--- src/rtl/ddr_ser_pkg.sv ---
package ddr_ser_pkg;
  localparam int unsigned DEF_LANES = 8;
  localparam int unsigned DEF_BITS  = 12;

  function automatic int unsigned cnt_width(input int unsigned bits);
    return (bits > 1) ? $clog2(bits) : 1;
  endfunction
endpackage

--- src/rtl/ser_bit_ctr.sv ---
module ser_bit_ctr #(
  parameter int unsigned BITS = ddr_ser_pkg::DEF_BITS
) (
  input  logic clk_i,
  input  logic rst_ni,
  output logic load_o,
  output logic frame_o
);
  localparam int unsigned CW   = ddr_ser_pkg::cnt_width(BITS);
  localparam int unsigned HALF = BITS / 2;
  localparam logic [CW-1:0] LAST = CW'(BITS - 1);

  logic [CW-1:0] cnt_q, cnt_d;
  logic          frame_q;

  always_comb begin
    cnt_d = (cnt_q == LAST) ? '0 : cnt_q + 1'b1;
  end

  always_ff @(posedge clk_i or negedge rst_ni) begin
    if (!rst_ni) begin
      cnt_q   <= '0;
      frame_q <= 1'b1;
    end else begin
      cnt_q   <= cnt_d;
      frame_q <= (cnt_d < CW'(HALF));
    end
  end

  assign load_o  = (cnt_q == LAST);
  assign frame_o = frame_q;
endmodule

--- src/rtl/ser_clk_div.sv ---
module ser_clk_div (
  input  logic clk_i,
  input  logic rst_ni,
  output logic dclk_o
);
  logic tgl_q;

  always_ff @(posedge clk_i or negedge rst_ni) begin
    if (!rst_ni) tgl_q <= 1'b0;
    else         tgl_q <= ~tgl_q;
  end

  assign dclk_o = tgl_q;
endmodule

--- src/rtl/ser_lane.sv ---
module ser_lane #(
  parameter int unsigned BITS = ddr_ser_pkg::DEF_BITS
) (
  input  logic            clk_i,
  input  logic            rst_ni,
  input  logic            load_i,
  input  logic [BITS-1:0] word_i,
  output logic            bit_o
);
  logic [BITS-1:0] sh_q;

  // load replaces the outgoing LSB, so frames abut with no idle bit
  always_ff @(posedge clk_i or negedge rst_ni) begin
    if (!rst_ni)     sh_q <= '0;
    else if (load_i) sh_q <= word_i;
    else             sh_q <= {sh_q[BITS-2:0], 1'b0};
  end

  assign bit_o = sh_q[BITS-1];
endmodule

--- src/rtl/ddr_ser_framer.sv ---
module ddr_ser_framer #(
  parameter int unsigned LANES = ddr_ser_pkg::DEF_LANES,
  parameter int unsigned BITS  = ddr_ser_pkg::DEF_BITS
) (
  input  logic                  clk_i,
  input  logic                  rst_ni,
  input  logic [LANES*BITS-1:0] word_i,
  output logic [LANES-1:0]      lane_o,
  output logic                  dclk_o,
  output logic                  frame_o
);
  logic load_w;

  ser_bit_ctr #(.BITS(BITS)) i_ctr (
    .clk_i  (clk_i),
    .rst_ni (rst_ni),
    .load_o (load_w),
    .frame_o(frame_o)
  );

  ser_clk_div i_div (
    .clk_i (clk_i),
    .rst_ni(rst_ni),
    .dclk_o(dclk_o)
  );

  for (genvar k = 0; k < LANES; k++) begin : g_lane
    ser_lane #(.BITS(BITS)) i_lane (
      .clk_i (clk_i),
      .rst_ni(rst_ni),
      .load_i(load_w),
      .word_i(word_i[k*BITS +: BITS]),
      .bit_o (lane_o[k])
    );
  end
endmodule

--- config.mk ---
export PLATFORM = sky130hd
export DESIGN_NAME = ddr_ser_framer
export DESIGN_NICKNAME = d
export VERILOG_FILES = /design/src/rtl/ddr_ser_pkg.sv /design/src/rtl/ser_bit_ctr.sv /design/src/rtl/ser_clk_div.sv /design/src/rtl/ser_lane.sv /design/src/rtl/ddr_ser_framer.sv
export SDC_FILE = /design/constraint.sdc
export NUM_CORES = 1
export LEC_CHECK = 0
export ABC_AREA = 0
export CAP_MARGIN = 30
export CORE_MARGIN = 5
export CORE_UTILIZATION = 52
export CTS_CLUSTER_DIAMETER = 50
export DETAILED_ROUTE_END_ITERATION = 6
export GPL_ROUTABILITY_DRIVEN = 0
export HOLD_SLACK_MARGIN = 0.05
export PLACE_DENSITY = 0.84
export SYNTH_ARGS = -nofsm -noshare
export SYNTH_HDL_FRONTEND = slang
export SYNTH_SLANG_ARGS = --single-unit
export TNS_END_PERCENT = 5
--- constraint.sdc ---
create_clock -name clk_i -period 3.6 [get_ports clk_i]
set_input_delay 1.08 -clock clk_i [delete_from_list [all_inputs] [get_ports clk_i]]
set_output_delay 1.08 -clock clk_i [all_outputs]
set_load 0.005 [all_outputs]
==> out/metrics.cfg <==
[global_routing]
grt_max_degree = 72
antenna_found_initial = 0
grt-ovfl-total = 0
grt_busiest_layer = met2
track_usage_pct = 14.7
use_met2_pct = 23.4
grt_pass1_vias = 2383
grt_pass1_wl_mm = 11.2
met1_usage_pct = 18.3
use_met3_pct = 5.46

[yosys]
synth_seq_cells = 102
synth_cells = 231
syn-num-nets = 330
synth_area_leaders = dfrtp_1 (64%), mux2_2 (17%), mux2_4 (11%)
yosysTopAreaCell = dfrtp_1
syn_area_um2 = 3970
syn_avg_cell_area_um2 = 17.2
ys_types = 21
yosysWarnings = 0
ys_seq_area_share_pct = 64.3
synth.top_cell.area_share_pct = 63.6

[sta]
timing.final.crit_share_pct = 67.7
worst_pin_slew_ps = 712
slew_headroom_pct = 52.5
rsz0062_at_grt = false
layout_min_cycle_time_ps = 2440
finalHoldViolations = 0
clock_skew_ps = 12.7
setup_viol = 0
fin_setup_tns_ps = 0
clock.fmax_mhz = 410
drv_slew = 0

[layout]
antennaDiodeCount = 0
layout-drive-gt1-share_pct = 33.3
final_area_um2 = 5220
n_fill_cell = 471
layout_commonest_cell = clkdlybuf4s50_1
layout.nets = 433
layout_common_cells = clkdlybuf4s50_1 (106), dfrtp_1 (101), mux2_2 (59)
syn2layout_area_growth_pct = 31.5

[worst_setup_path]
worst_r2r_endpoint = g_lane[3].i_lane.sh_q[4]
slowest_delay_ps = 520
worstReg2RegStart = i_ctr.cnt_q[0]
r2r_cells = 5
crit_required_ps = 2520
end_kind = output pin
path_class = reg -> out
startpoint_type = register
rrSetupSlack_ps = 1690
crit_slowest_cell = dfstp_2
cp.arrival_ps = 1360
crit_start = i_ctr.frame_o
path_cells = clkdlybuf4s50_1
cp_max_fo = 1
cp.buffers_inverters = 1
path_delay_family = flip-flops

[clocking]
clock_sinks = 102
cts_tree = done
cts_resized = 0
cts_made_buffers = 9
h-tree-depth = 3
ctsHoldBuffers = 0
clockBufferDepth = 2
clock_latency_ps = 350
root_buffer = clkbuf_8
clk_pin_slew_ps = 100
post-cts-setup-buffers = 0

[floorplanning]
fp.coreArea_um2 = 7330
dieWidth_um = 97.4
rows = 31
io_pins = 108
initial_core_util_pct = 54.2
fp.dieH_um = 97.4
die-area_um2 = 9490

[power]
internal-power_w = 0.00161
sequentialPowerShare_pct = 58.9
power_frac_clock_pct = 31.8
peakVddDrop_mv = 0.246
power_density_nw_per_um2 = 392
p_leak_nw = 2.23
pwr-share-comb_pct = 9.3
power.switching_w = 0.000437
swShare_pct = 21.4

[place]
port_buffers = 107
dp_hpwl_mm = 4.60
place_area_um2 = 5040

[min_path]
holdPathStages = 1
min_path_type = reg -> reg
min_to = i_div.dclk_o
holdCritStartpoint = i_div.dclk_o

[detailed_routing]
via_per_inst = 4.79
wl_per_cell_um = 15.0
wl_mm = 6.55
drc = 0
first_pass_iters = 4
via_count = 2100
ant_nets = 0
drt_iter0_drc = 38

[flow_run]
maxCapViolations = 0

[status]
status = finished, final reports clean

-- cells by family after synthesis --
family	synth area share [%]
buffers and inverters	4.19
adder cells (fa/ha/maj)	0.315
multiplexers	28.1
flip-flops	64.3
AND/OR/NAND/NOR	2.42
XOR/XNOR	0.220
AO/OA/AOI/OAI	0.535
-- routing by layer --
metal  up-vias  routed length (um)
met5         -                   0
met4         0                 109
met3        12                 624
met2        83                3000
met1      1024                2820
li1        981                   -
-- state kept, by name (all words and copies together), names as in the netlist --
signal / flops
i_ctr.frame_o: 1
i_ctr.cnt_q: 4
i_div.dclk_o: 1
g_lane.i_lane.sh_q: 96
-- Yosys cell counts --
cell type	instances
dfrtp_1	101
mux2_2	59
mux2_4	30
buf_4	13
and2_1	8
buf_8	3
nand2_1	2
nor2_1	2
a211oi_1	1
a21oi_1	1
and3_1	1
buf_6	1
clkbuf_2	1
dfstp_2	1
ha_1	1
inv_1	1
inv_2	1
nand2b_4	1
nor2_4	1
o2bb2ai_1	1
xnor2_1	1
-- how the worst max path moves through the flow --
stage	endpoint	slack, ps	cells after the start
floorplan	frame_o	2020	0
global placement	frame_o	1540	1
detailed placement	frame_o	1540	1
CTS	frame_o	1140	1
global route	frame_o	1120	1
finish	frame_o	1160	1
-- metrics by stage --
stage | hold slack, ps | setup WS [ps] | util, % | std cells | power (W)
floorplan | 417 | 2020 | - | 231 | 0.00128
global placement | 405 | 1540 | 68.8 | 422 | 0.00142
detailed placement | 411 | 1540 | 68.8 | 422 | 0.00142
CTS | 426 | 1140 | 71.3 | 438 | 0.00208
global route | 461 | 1120 | 71.3 | 438 | 0.00214
finish | 422 | 1160 | 71.3 | 438 | 0.00205
-- final cells by class --
| type | count | area [um2] | share of cell area [%] |
|---|---|---|---|
| Sequential cell | 102 | 2550 | 48.9 |
| Timing Repair Buffer | 110 | 1100 | 21.1 |
| Inverter | 2 | 7.51 | 0.144 |
| Multi-Input combinational cell | 109 | 1250 | 24.0 |
| Tap cell | 99 | 124 | 2.37 |
| Clock buffer | 10 | 138 | 2.63 |
| Clock inverter | 6 | 43.8 | 0.838 |
-- power groups by stage --
stage | Combinational [W] | Sequential, W | Clock (W)
6_report | 0.000190 | 0.00121 | 0.000651
5_1_grt | 0.000208 | 0.00121 | 0.000724
4_1_cts | 0.000194 | 0.00121 | 0.000677
3_5_place_dp | 0.000193 | 0.00123 | 0
3_3_place_gp | 0.000189 | 0.00123 | 0
2_1_floorplan | 0.0000557 | 0.00123 | 0
No activity file was read; power rests on OpenSTA's default activity.
